### src/rtl/pdsr_pkg.sv
package pdsr_pkg;
  typedef enum logic [2:0] {
    S_IDLE,
    S_SHIFT,
    S_ROUND,
    S_CARRY,
    S_DONE
  } state_t;

  typedef enum logic [1:0] {
    OP_HOLD,
    OP_LOAD,
    OP_STEP,
    OP_INC
  } dp_op_t;

  localparam logic [3:0] SGN_PLUS  = 4'hC;
  localparam logic [3:0] SGN_MINUS = 4'hD;
  localparam logic [3:0] SGN_PREF  = 4'hF;
endpackage

### src/rtl/pdsr_check.sv
module pdsr_check import pdsr_pkg::*; #(
  parameter int MAX_BYTES = 16,
  parameter int W         = 8 * MAX_BYTES,
  parameter int D         = 2 * MAX_BYTES - 1,
  parameter int LEN_W     = $clog2(MAX_BYTES) + 2,
  parameter int DIG_W     = $clog2(D + 1)
) (
  input  logic [W-1:0]     num,
  input  logic [LEN_W-1:0] len,
  output logic             ok,
  output logic [DIG_W-1:0] n_dig,
  output logic [4*D-1:0]   masked
);
  logic len_ok;
  logic sign_ok;
  logic bad_dig;
  int   n_i;

  assign len_ok  = (len != '0) && (len <= LEN_W'(MAX_BYTES));
  assign sign_ok = (num[3:0] == SGN_PLUS) || (num[3:0] == SGN_MINUS) ||
                   (num[3:0] == SGN_PREF);

  always_comb begin
    n_i     = len_ok ? (2 * int'(len) - 1) : 0;
    bad_dig = 1'b0;
    masked  = '0;
    for (int i = 0; i < D; i++) begin
      if (i < n_i) begin
        masked[4*i +: 4] = num[4*i+4 +: 4];
        if (num[4*i+4 +: 4] > 4'd9) bad_dig = 1'b1;
      end
    end
  end

  assign n_dig = DIG_W'(n_i);
  assign ok    = len_ok && sign_ok && !bad_dig;
endmodule

### src/rtl/pdsr_datapath.sv
module pdsr_datapath import pdsr_pkg::*; #(
  parameter int D     = 31,
  parameter int DIG_W = $clog2(D + 1)
) (
  input  logic             clk,
  input  logic             rst_n,
  input  dp_op_t           op,
  input  logic             dir_left,
  input  logic [DIG_W-1:0] n_dig,
  input  logic [4*D-1:0]   load_dig,
  input  logic [DIG_W-1:0] idx,
  output logic [4*D-1:0]   digits,
  output logic             lost_nz,
  output logic [3:0]       last_out,
  output logic             inc_more
);
  logic [DIG_W-1:0] n_q;
  logic [4*D-1:0]   lft;
  logic [4*D-1:0]   rgt;
  logic [4*D-1:0]   incd;
  logic [3:0]       top;
  logic [3:0]       cur;

  always_comb begin
    lft = '0;
    top = '0;
    cur = '0;
    incd = digits;
    for (int i = 1; i < D; i++) begin
      if (i < int'(n_q)) lft[4*i +: 4] = digits[4*(i-1) +: 4];
    end
    for (int i = 0; i < D; i++) begin
      if (i + 1 == int'(n_q)) top = digits[4*i +: 4];
      if (i == int'(idx)) begin
        cur = digits[4*i +: 4];
        incd[4*i +: 4] = (digits[4*i +: 4] == 4'd9) ? 4'd0 : digits[4*i +: 4] + 4'd1;
      end
    end
  end

  assign rgt      = {4'd0, digits[4*D-1:4]};
  assign inc_more = (cur == 4'd9);

  always_ff @(posedge clk or negedge rst_n) begin
    if (!rst_n) begin
      digits   <= '0;
      lost_nz  <= 1'b0;
      last_out <= '0;
      n_q      <= '0;
    end else begin
      case (op)
        OP_LOAD: begin
          digits   <= load_dig;
          lost_nz  <= 1'b0;
          last_out <= '0;
          n_q      <= n_dig;
        end
        OP_STEP: begin
          if (dir_left) begin
            digits  <= lft;
            lost_nz <= lost_nz | (top != 4'd0);
          end else begin
            digits   <= rgt;
            last_out <= digits[3:0];
          end
        end
        OP_INC:  digits <= incd;
        default: ;
      endcase
    end
  end
endmodule

### src/rtl/pdsr_ctrl.sv
module pdsr_ctrl import pdsr_pkg::*; #(
  parameter int D     = 31,
  parameter int DIG_W = $clog2(D + 1)
) (
  input  logic             clk,
  input  logic             rst_n,
  input  logic             in_valid,
  input  logic             out_ready,
  input  logic             ok,
  input  logic [5:0]       amt,
  input  logic [3:0]       rnd,
  input  logic [3:0]       sign_in,
  input  logic [3:0]       last_out,
  input  logic             inc_more,
  output logic             in_ready,
  output logic             out_valid,
  output dp_op_t           op,
  output logic             dir_left,
  output logic [DIG_W-1:0] idx,
  output logic             err_q,
  output logic [3:0]       sign_q
);
  state_t     state;
  logic [5:0] cnt;
  logic [5:0] mag;
  logic [3:0] rnd_q;
  logic [4:0] rsum;

  assign mag       = amt[5] ? (~amt + 6'd1) : amt;
  assign rsum      = {1'b0, rnd_q} + {1'b0, last_out};
  assign in_ready  = (state == S_IDLE);
  assign out_valid = (state == S_DONE);

  always_comb begin
    op = OP_HOLD;
    case (state)
      S_IDLE:  if (in_valid) op = OP_LOAD;
      S_SHIFT: op = OP_STEP;
      S_CARRY: op = OP_INC;
      default: ;
    endcase
  end

  always_ff @(posedge clk or negedge rst_n) begin
    if (!rst_n) begin
      state    <= S_IDLE;
      cnt      <= '0;
      dir_left <= 1'b0;
      rnd_q    <= '0;
      idx      <= '0;
      err_q    <= 1'b0;
      sign_q   <= SGN_PLUS;
    end else begin
      case (state)
        S_IDLE: if (in_valid) begin
          err_q    <= !ok;
          sign_q   <= sign_in;
          rnd_q    <= rnd;
          dir_left <= !amt[5];
          cnt      <= mag;
          state    <= (!ok || amt == 6'd0) ? S_DONE : S_SHIFT;
        end
        S_SHIFT: begin
          cnt <= cnt - 6'd1;
          if (cnt == 6'd1) state <= dir_left ? S_DONE : S_ROUND;
        end
        S_ROUND: begin
          idx <= '0;
          state <= (rsum >= 5'd10) ? S_CARRY : S_DONE;
        end
        S_CARRY: begin
          if (inc_more && idx != DIG_W'(D - 1)) idx <= idx + DIG_W'(1);
          else state <= S_DONE;
        end
        S_DONE:  if (out_ready) state <= S_IDLE;
        default: state <= S_IDLE;
      endcase
    end
  end
endmodule

### src/rtl/pdsr_shift_round.sv
module pdsr_shift_round import pdsr_pkg::*; #(
  parameter int MAX_BYTES = 16,
  localparam int W        = 8 * MAX_BYTES,
  localparam int D        = 2 * MAX_BYTES - 1,
  localparam int LEN_W    = $clog2(MAX_BYTES) + 2,
  localparam int DIG_W    = $clog2(D + 1)
) (
  input  logic             clk,
  input  logic             rst_n,
  input  logic             in_valid,
  output logic             in_ready,
  input  logic [W-1:0]     in_num,
  input  logic [LEN_W-1:0] in_len,
  input  logic [5:0]       in_amt,
  input  logic [3:0]       in_rnd,
  output logic             out_valid,
  input  logic             out_ready,
  output logic [W-1:0]     out_num,
  output logic [1:0]       out_cc,
  output logic             out_err
);
  logic             ok;
  logic [DIG_W-1:0] n_dig;
  logic [4*D-1:0]   masked;
  logic [4*D-1:0]   digits;
  logic             lost_nz;
  logic [3:0]       last_out;
  logic             inc_more;
  dp_op_t           op;
  logic             dir_left;
  logic [DIG_W-1:0] idx;
  logic             err_q;
  logic [3:0]       sign_q;
  logic             is_zero;

  pdsr_check #(.MAX_BYTES(MAX_BYTES), .W(W), .D(D), .LEN_W(LEN_W), .DIG_W(DIG_W)) u_check (
    .num(in_num), .len(in_len), .ok(ok), .n_dig(n_dig), .masked(masked)
  );

  pdsr_datapath #(.D(D), .DIG_W(DIG_W)) u_dp (
    .clk(clk), .rst_n(rst_n), .op(op), .dir_left(dir_left), .n_dig(n_dig),
    .load_dig(masked), .idx(idx), .digits(digits), .lost_nz(lost_nz),
    .last_out(last_out), .inc_more(inc_more)
  );

  pdsr_ctrl #(.D(D), .DIG_W(DIG_W)) u_ctrl (
    .clk(clk), .rst_n(rst_n), .in_valid(in_valid), .out_ready(out_ready),
    .ok(ok), .amt(in_amt), .rnd(in_rnd), .sign_in(in_num[3:0]),
    .last_out(last_out), .inc_more(inc_more), .in_ready(in_ready),
    .out_valid(out_valid), .op(op), .dir_left(dir_left), .idx(idx),
    .err_q(err_q), .sign_q(sign_q)
  );

  assign is_zero = (digits == '0);
  assign out_err = out_valid && err_q;
  assign out_num = err_q ? '0 : {digits, (is_zero ? SGN_PLUS : sign_q)};

  always_comb begin
    if (err_q)                 out_cc = 2'd0;
    else if (lost_nz)          out_cc = 2'd3;
    else if (is_zero)          out_cc = 2'd0;
    else if (sign_q == SGN_MINUS) out_cc = 2'd1;
    else                       out_cc = 2'd2;
  end
endmodule

### config.mk
export PLATFORM = sky130hd
export DESIGN_NAME = pdsr_shift_round
export DESIGN_NICKNAME = d
export VERILOG_FILES = /design/src/rtl/pdsr_pkg.sv /design/src/rtl/pdsr_check.sv /design/src/rtl/pdsr_datapath.sv /design/src/rtl/pdsr_ctrl.sv /design/src/rtl/pdsr_shift_round.sv
export SDC_FILE = /design/constraint.sdc
export NUM_CORES = 1
export LEC_CHECK = 0
export BUFFER_PORTS_ARGS = -buffer_cell sky130_fd_sc_hd__buf_4
export CAP_MARGIN = 20
export CELL_PAD_IN_SITES_DETAIL_PLACEMENT = 1
export CELL_PAD_IN_SITES_GLOBAL_PLACEMENT = 2
export CORE_MARGIN = 5
export CORE_UTILIZATION = 33
export DETAILED_ROUTE_END_ITERATION = 7
export PLACE_DENSITY_LB_ADDON = 0.1
export SLEW_MARGIN = 15
export SYNTH_ARGS = -nofsm -noshare
export SYNTH_HDL_FRONTEND = slang
export SYNTH_SLANG_ARGS = --single-unit
### constraint.sdc
create_clock -name clk -period 4.3 [get_ports clk]
set_input_delay 0.645 -clock clk [delete_from_list [all_inputs] [get_ports clk]]
set_output_delay 0.645 -clock clk [all_outputs]
set_load 0.05 [all_outputs]
==> results of run 1 <==
## cells by family after synthesis
logic type                 share of synthesized area
AOI/OAI and AO/OA                              0.304
adders and majority gates                     0.0822
buffers and inverters                         0.0743
xor gates and xnor gates                      0.0363
and+or+nand+nor                                0.249
muxes                                         0.0165
DFF                                            0.238
## state kept, by name (all words and copies together), names as in the netlist
| name | count |
|---|---|
| u_ctrl.cnt | 6 |
| u_ctrl.dir_left | 1 |
| u_ctrl.err_q | 1 |
| u_ctrl.idx | 5 |
| u_ctrl.rnd_q | 4 |
| u_ctrl.sign_q | 4 |
| u_ctrl.state | 3 |
| u_dp.digits | 124 |
| u_dp.last_out | 4 |
| u_dp.lost_nz | 1 |
| u_dp.n_q | 5 |
## worst reg2reg max path: cells and delay by family, from the launching register on
family                   cells  cell delay (ns)
multiplexers                 1             0.26
buffers and inverters        2             0.44
flip-flops                   1             0.44
adder cells (fa/ha/maj)      1             0.58
AO/OA/AOI/OAI                6             1.48
AND/OR/NAND/NOR              1             0.46
## area by class of cell
cell class              instances  area share
multi-input cells            1842       0.560
flip-flops and latches        158       0.193
repair buffers                411       0.155
well taps                     672      0.0410
inverters                     126      0.0230
clock buffers                  18      0.0214
clock inverters                14     0.00640
## path summary, 6_finish.rpt
path,start,end,slack [ns]
max in group asynchronous,rst_n,u_ctrl.err_q,3.28
worst max register to register,u_ctrl.idx[1],u_ctrl.idx[4],0.57
worst max-delay path,u_dp.digits[68],out_num[1],0.12
worst min register to register,u_ctrl.cnt[4],u_ctrl.cnt[4],0.49
worst min-delay path,rst_n,u_dp.digits[40],0.20
min in group clk,in_rnd[3],u_ctrl.rnd_q[3],0.32
## layout by cell type, fill, tap and decap left out, drive strengths merged, types with 15 or more instances in the layout
master and count:
buf 411, nand2 352, o21ai 331, nor2 191, dfrtp 156, inv 130, a221oi 120, a21oi 118
ha 107, nor2b 75, nand3 51, xnor2 41, nor3 29, xor2 28, a31oi 27, a211oi 26
nand2b 22, nor4 20, clkbuf 18, o211ai 17, o22ai 17, and2 16, nand3b 15
## power groups by stage
stage               Combinational [mW]  Sequential, mW  Clock (mW)
floorplan                         2.30            2.20           0
global placement                  3.87            2.70           0
detailed placement                3.93            2.72           0
CTS                               3.95            2.70        1.65
global route                      4.27            2.78        1.70
finish                            4.08            2.74        1.62
## per-stage QoR
step	utilization	instance area (µm²)
after CTS	0.410	20500
after floorplan	-	16700
after global placement	0.398	19900
after global routing	0.410	20500
after detailed placement	0.398	19900
final	0.410	20500
## metal layers
metal	vias up	GRT usage
li1	8854	-
met1	10300	0.455
met2	1050	0.524
met3	213	0.0922
met4	4	0.137
met5	-	0
## timing repair
item                                    CTS  global route
gates cloned                              0             0
gates resized for setup                   1             2
hold buffers                              0             0
endpoints found under the setup margin    2             4
==> metrics.txt, run 1 <==
# TYPE chip_impl_metric gauge
chip_impl_info{name="run_status",value="finished, final reports clean"} 1
chip_impl_info{name="synth_top_area_cell",value="sky130_fd_sc_hd__dfrtp_1"} 1
chip_impl_metric{name="max_slew_margin",unit=""} 0.259
chip_impl_metric{name="nNetsFinal",unit=""} 2812
chip_impl_metric{name="dp_worst_setup_slack",unit="ns"} 0.545
chip_impl_metric{name="die_area",unit="µm²"} 55100
chip_impl_metric{name="placed_cells",unit=""} 3209
chip_impl_metric{name="critical_path_required",unit="ns"} 3.65
chip_impl_metric{name="path_clk_slew",unit="ns"} 0.07
chip_impl_metric{name="initial_core_util",unit=""} 0.333
chip_impl_metric{name="met3WireLength",unit="µm"} 9270
chip_impl_metric{name="mappedNetlistNets",unit=""} 2558
chip_impl_metric{name="synth-seq-cells",unit=""} 158
chip_impl_metric{name="setup_viol",unit=""} 0
chip_impl_metric{name="dr.pass1.iters",unit=""} 6
chip_impl_metric{name="grt_overflow_total",unit=""} 0
chip_impl_metric{name="initial_antenna_violation_count",unit=""} 4
chip_impl_metric{name="hold_ws",unit="ns"} 0.196
chip_impl_info{name="synth.top_cells.by_area",value="sky130_fd_sc_hd__dfrtp_1, sky130_fd_sc_hd__o21ai_0, sky130_fd_sc_hd__ha_1"} 1
chip_impl_metric{name="layout-area-overhead-vs-synth",unit="%"} 23.3
chip_impl_metric{name="wl_per_cell",unit="µm"} 30.4
chip_impl_metric{name="top_level_ports",unit=""} 281
chip_impl_metric{name="numCtsBuffers",unit=""} 17
chip_impl_metric{name="skew",unit="ns"} 0.0116
chip_impl_metric{name="critical-path-max-stage-delay",unit="ns"} 0.50
chip_impl_metric{name="layout-drive-gt1-share",unit=""} 0.192
chip_impl_info{name="critPathKind",value="reg2out"} 1
chip_impl_info{name="critical_path.cell_chain",value="inv_1 > ha_1 > nor4b_2 > nand4_1 > nor4_1 > buf_4 > nand2_1 > nor2b_1 > and2_1 > buf_4"} 1
chip_impl_info{name="crit_path_end_kind",value="output pin"} 1
chip_impl_metric{name="worst-path-buf-inv",unit=""} 3
chip_impl_metric{name="drt_first_iter_violations",unit=""} 2132
chip_impl_info{name="cpLargestDelayFamily",value="simple AND/OR/NAND/NOR gates"} 1
chip_impl_metric{name="finalHoldViolCount",unit=""} 0
chip_impl_metric{name="critPathMaxFanout",unit=""} 8
chip_impl_metric{name="coreArea",unit="µm²"} 50100
chip_impl_metric{name="irDropWorstVdd",unit="V"} 0.000333
chip_impl_metric{name="synth_seq_area_share",unit=""} 0.238
chip_impl_metric{name="clock_power_share",unit=""} 0.192
chip_impl_metric{name="r2r_depth",unit=""} 11
chip_impl_metric{name="port_buffers",unit=""} 280
chip_impl_metric{name="timing.final.crit_share",unit=""} 0.972
chip_impl_metric{name="die-width",unit="µm"} 235
chip_impl_metric{name="grt_max_degree",unit=""} 73
chip_impl_metric{name="switching_power",unit="mW"} 4.43
chip_impl_metric{name="met2_routed_length",unit="µm"} 43300
chip_impl_info{name="path_common_cell",value="sky130_fd_sc_hd__buf_4"} 1
chip_impl_metric{name="synth.lib_cells_used.distinct",unit=""} 97
chip_impl_info{name="synth.cells.most_frequent",value="sky130_fd_sc_hd__nand2_1, sky130_fd_sc_hd__o21ai_0, sky130_fd_sc_hd__nor2_1"} 1
chip_impl_metric{name="switching_part_of_the_total_power",unit=""} 0.525
chip_impl_metric{name="leakagePower",unit="nW"} 8.17
chip_impl_metric{name="gp_congestion",unit=""} 1.05
chip_impl_info{name="topRoutingLayerUsed",value="met5"} 1
chip_impl_metric{name="power.combinational.fraction",unit=""} 0.483
chip_impl_metric{name="htree_levels",unit=""} 4
chip_impl_metric{name="vias_in_the_first_global_route",unit=""} 20300
chip_impl_metric{name="setup_tns",unit="ns"} 0
chip_impl_metric{name="clk-insertion-delay-late",unit="ns"} 0.52
chip_impl_metric{name="antenna_violating_nets_post_route",unit=""} 0
chip_impl_metric{name="cts_setup_buffers",unit=""} 0
chip_impl_metric{name="filler_cell_count",unit=""} 6288
chip_impl_metric{name="vias_per_cell",unit=""} 6.29
chip_impl_metric{name="slew_viol_final",unit=""} 0
chip_impl_metric{name="cts.sink_count",unit=""} 158
chip_impl_metric{name="max-cap-violations",unit=""} 0
chip_impl_metric{name="grt.total_usage",unit=""} 0.340
chip_impl_metric{name="p_per_area",unit="nW/µm²"} 411
chip_impl_info{name="cts_tree",value="yes"} 1
chip_impl_info{name="nature_of_the_critical_path_startpoint",value="flop"} 1
chip_impl_metric{name="core.rowCount",unit=""} 82
chip_impl_metric{name="fmaxAchievable",unit="MHz"} 239
chip_impl_metric{name="die_y",unit="µm"} 235
chip_impl_metric{name="synth_top_cell_area_share",unit=""} 0.234
chip_impl_metric{name="p_int",unit="mW"} 4.01
chip_impl_info{name="synth_top_flop_cell",value="sky130_fd_sc_hd__dfrtp_1"} 1
chip_impl_metric{name="power.share.sequential",unit=""} 0.325
chip_impl_metric{name="fin_cells",unit=""} 3241
chip_impl_metric{name="first_pass_grt_wire_length",unit="µm"} 142000
chip_impl_metric{name="fin_crit",unit="ns"} 4.18
chip_impl_info{name="worstHoldPathType",value="in2async"} 1
chip_impl_metric{name="seqCellArea",unit="µm²"} 3960
chip_impl_metric{name="report.power.total",unit="mW"} 8.44
chip_impl_metric{name="area_of_the_mapped_netlist",unit="µm²"} 16700
chip_impl_metric{name="critical_path_cell_count",unit=""} 10
chip_impl_metric{name="dpl.hpwl",unit="µm"} 75800
chip_impl_info{name="post-synth-top-count-cell",value="sky130_fd_sc_hd__nand2_1"} 1
chip_impl_metric{name="synth_edf_count",unit=""} 0
chip_impl_metric{name="asyncSetResetFlopFracSynth",unit=""} 1.00
chip_impl_info{name="grt_setup_unrepaired",value="no"} 1
chip_impl_metric{name="synthesis.yosys.warnings",unit=""} 0
chip_impl_metric{name="routedLengthMet1",unit="µm"} 41600
chip_impl_metric{name="detailed_route_drc_error_count",unit=""} 0
chip_impl_metric{name="syn_inst",unit=""} 2302
chip_impl_metric{name="max-clock-path-buffers",unit=""} 2
chip_impl_metric{name="routed_wirelength",unit="µm"} 98400
chip_impl_metric{name="num_vias",unit=""} 20400
chip_impl_metric{name="fin_ws",unit="ns"} 0.119
chip_impl_metric{name="antenna_cells_inserted",unit=""} 0
chip_impl_info{name="clk_tree_root_cell",value="sky130_fd_sc_hd__clkbuf_16"} 1
chip_impl_metric{name="syn-mean-instance-area",unit="µm²"} 7.23
chip_impl_metric{name="multiInputGateArea",unit="µm²"} 11500
chip_impl_info{name="slowest_stage",value="sky130_fd_sc_hd__dfrtp_1"} 1
chip_impl_metric{name="max_slew.worst_pin.slew",unit="ns"} 1.11
chip_impl_metric{name="critical_path_arrival",unit="ns"} 3.54
Note: power is estimated with default switching activity, not from simulation.
==> run 2, diff against run 1 <==
CORE_MARGIN = default   (was 5)
RECOVER_POWER = 25   (was default)
==> run 2 against run 1 <==
The flow now finishes with violations (capacitance limit, slew limit, setup timing); worst hold slack better by 0.11 ns; non-clock buffer count up 22; routed wire length up 1.1%; largest cell class unchanged.
==> metrics.txt, run 2 (synthesized netlist as in run 1, its figures left out) <==
# TYPE chip_impl_metric gauge
chip_impl_metric{name="die_y",unit="µm"} 227
chip_impl_info{name="grt_setup_unrepaired",value="no"} 1
chip_impl_metric{name="final_core_util",unit=""} 0.418
chip_impl_metric{name="fin_crit",unit="ns"} 4.32
chip_impl_info{name="worstHoldPathType",value="in2reg"} 1
chip_impl_metric{name="first_pass_grt_wire_length",unit="µm"} 143000
chip_impl_metric{name="setup_viol",unit=""} 2
chip_impl_info{name="crit_path_end_kind",value="output pin"} 1
chip_impl_metric{name="irDropWorstVdd",unit="V"} 0.000343
chip_impl_metric{name="multiInputGateArea",unit="µm²"} 11500
chip_impl_metric{name="max-clock-path-buffers",unit=""} 2
chip_impl_metric{name="largest_reg_flops",unit=""} 124
chip_impl_metric{name="placed_cells",unit=""} 3223
chip_impl_info{name="clk_tree_root_cell",value="sky130_fd_sc_hd__clkbuf_16"} 1
chip_impl_metric{name="slew_viol_final",unit=""} 140
chip_impl_metric{name="fin_ws",unit="ns"} -0.0164
chip_impl_metric{name="gp_congestion",unit=""} 1.06
chip_impl_metric{name="core.rowCount",unit=""} 81
chip_impl_metric{name="max-cap-violations",unit=""} 2
chip_impl_info{name="cts_tree",value="yes"} 1
chip_impl_metric{name="drt_first_iter_violations",unit=""} 2118
chip_impl_metric{name="max_slew.worst_pin.slew",unit="ns"} 2.10
chip_impl_metric{name="report.power.total",unit="mW"} 8.61
chip_impl_metric{name="antenna_violating_nets_post_route",unit=""} 0
chip_impl_info{name="biggestRegsByFlops",value="u_dp.digits: 124 flops, u_ctrl.cnt: 6 flops"} 1
chip_impl_metric{name="nNetsFinal",unit=""} 2834
chip_impl_metric{name="layout-area-overhead-vs-synth",unit="%"} 24.0
chip_impl_metric{name="htree_levels",unit=""} 4
chip_impl_metric{name="routed_wirelength",unit="µm"} 99500
chip_impl_info{name="run_status",value="complete, but fails checks"} 1
chip_impl_info{name="critPathKind",value="reg2out"} 1
chip_impl_metric{name="port_buffers",unit=""} 280
chip_impl_metric{name="die-width",unit="µm"} 227
chip_impl_metric{name="cts.sink_count",unit=""} 158
chip_impl_metric{name="fin_cells",unit=""} 3256
chip_impl_metric{name="critPathMaxFanout",unit=""} 7
chip_impl_info{name="nature_of_the_critical_path_startpoint",value="flop"} 1
chip_impl_metric{name="fmaxAchievable",unit="MHz"} 232
chip_impl_metric{name="p_per_area",unit="nW/µm²"} 417
chip_impl_metric{name="hold_ws",unit="ns"} 0.308
chip_impl_metric{name="initial_antenna_violation_count",unit=""} 2
chip_impl_metric{name="critical_path_required",unit="ns"} 3.65
chip_impl_metric{name="dr.pass1.iters",unit=""} 8
chip_impl_info{name="mostFrequentLayoutCell",value="sky130_fd_sc_hd__buf_4"} 1
chip_impl_metric{name="vias_per_cell",unit=""} 6.34
chip_impl_metric{name="wl_per_cell",unit="µm"} 30.5
chip_impl_metric{name="numCtsBuffers",unit=""} 17
chip_impl_metric{name="top_level_ports",unit=""} 281
chip_impl_metric{name="path_clk_slew",unit="ns"} 0.08
chip_impl_metric{name="seqCellArea",unit="µm²"} 3960
chip_impl_metric{name="dpl_cell_area",unit="µm²"} 20100
chip_impl_metric{name="num_vias",unit=""} 20600
chip_impl_info{name="top_register",value="u_dp.digits"} 1
chip_impl_metric{name="skew",unit="ns"} 0.0220
chip_impl_metric{name="max_slew_margin",unit=""} -0.399
chip_impl_metric{name="initial_core_util",unit=""} 0.337
chip_impl_metric{name="grt_max_degree",unit=""} 72
chip_impl_metric{name="layout-drive-gt1-share",unit=""} 0.197
chip_impl_metric{name="dpl.hpwl",unit="µm"} 77300
chip_impl_metric{name="coreArea",unit="µm²"} 49400
chip_impl_metric{name="critical_path_arrival",unit="ns"} 3.67
chip_impl_metric{name="design_area",unit="µm²"} 20700
chip_impl_metric{name="post_cts_hold_buffer_count",unit=""} 0
chip_impl_metric{name="vias_in_the_first_global_route",unit=""} 20400
chip_impl_info{name="most-common-layout-cells",value="sky130_fd_sc_hd__buf_4, sky130_fd_sc_hd__nand2_1, sky130_fd_sc_hd__o21ai_0, sky130_fd_sc_hd__nor2_1, sky130_fd_sc_hd__dfrtp_1"} 1
chip_impl_info{name="failed_checks",value="capacitance limit, slew limit, setup timing"} 1
chip_impl_metric{name="grt.total_usage",unit=""} 0.386
chip_impl_metric{name="dp_worst_setup_slack",unit="ns"} 0.458
chip_impl_metric{name="finalHoldViolCount",unit=""} 0
chip_impl_metric{name="timing.final.crit_share",unit=""} 1.00
chip_impl_metric{name="setup_tns",unit="ns"} -0.0309
chip_impl_metric{name="die_area",unit="µm²"} 51400
chip_impl_metric{name="grt_overflow_total",unit=""} 0
chip_impl_metric{name="clk-insertion-delay-late",unit="ns"} 0.53
chip_impl_metric{name="detailed_route_drc_error_count",unit=""} 0
chip_impl_metric{name="leakagePower",unit="nW"} 8.26
chip_impl_metric{name="filler_cell_count",unit=""} 6206
chip_impl_metric{name="cts_setup_buffers",unit=""} 0
## run 2: critical path: stages (launching register included)
cell	delay (ns)
sky130_fd_sc_hd__dfrtp_1	0.50
sky130_fd_sc_hd__inv_1	0.26
sky130_fd_sc_hd__ha_1	0.35
sky130_fd_sc_hd__nor4b_1	0.45
sky130_fd_sc_hd__nand4_1	0.20
sky130_fd_sc_hd__nor4_1	0.37
sky130_fd_sc_hd__buf_4	0.20
sky130_fd_sc_hd__nand2_1	0.10
sky130_fd_sc_hd__buf_4	0.18
sky130_fd_sc_hd__nor2b_1	0.14
sky130_fd_sc_hd__and2_1	0.20
sky130_fd_sc_hd__buf_4	0.19
## run 2: final timing paths
path,startpoint,end,slack [ns],cells past startpoint
setup / recovery,u_dp.digits[69],out_num[1],-0.02,11
hold / removal,in_rnd[3],u_ctrl.rnd_q[3],0.31,3
setup reg to reg,u_ctrl.idx[2],u_ctrl.idx[0],0.70,8
hold reg to reg,u_ctrl.rnd_q[0],u_ctrl.rnd_q[0],0.49,2
max in group asynchronous,rst_n,u_dp.digits[80],0.64,2
min in group asynchronous,rst_n,u_dp.digits[40],0.68,1
## run 2: layout make-up
type | instances | area share
repair buffers | 433 | 0.160
well taps | 664 | 0.0402
clock inverters | 15 | 0.00775
flip-flops and latches | 158 | 0.192
inverters | 126 | 0.0229
clock buffers | 17 | 0.0206
multi-input cells | 1842 | 0.556
diodes | 1 | 0.000121
## run 2: where the power goes
part	internal [mW]	leakage, nW	switching (mW)
clock network	0.778	0.286	0.871
registers	1.86	2.09	0.817
logic	1.38	5.89	2.90
total	4.02	8.26	4.59
## run 2: layer usage
| layer | global-route usage | vias up | part of all wire |
|---|---|---|---|
| met1 | 0.526 | 10300 | 0.43 |
| met5 | 0 | - | 0 |
| met3 | 0.0890 | 227 | 0.095 |
| li1 | - | 8886 | - |
| met2 | 0.565 | 1174 | 0.43 |
| met4 | 0.195 | 0 | 0.049 |
## run 2: timing repair
| item | CTS | global route |
|---|---|---|
| gates resized for setup | 1 | 0 |
| hold endpoints to repair | 0 | 0 |
| endpoints found under the setup margin | 4 | 0 |
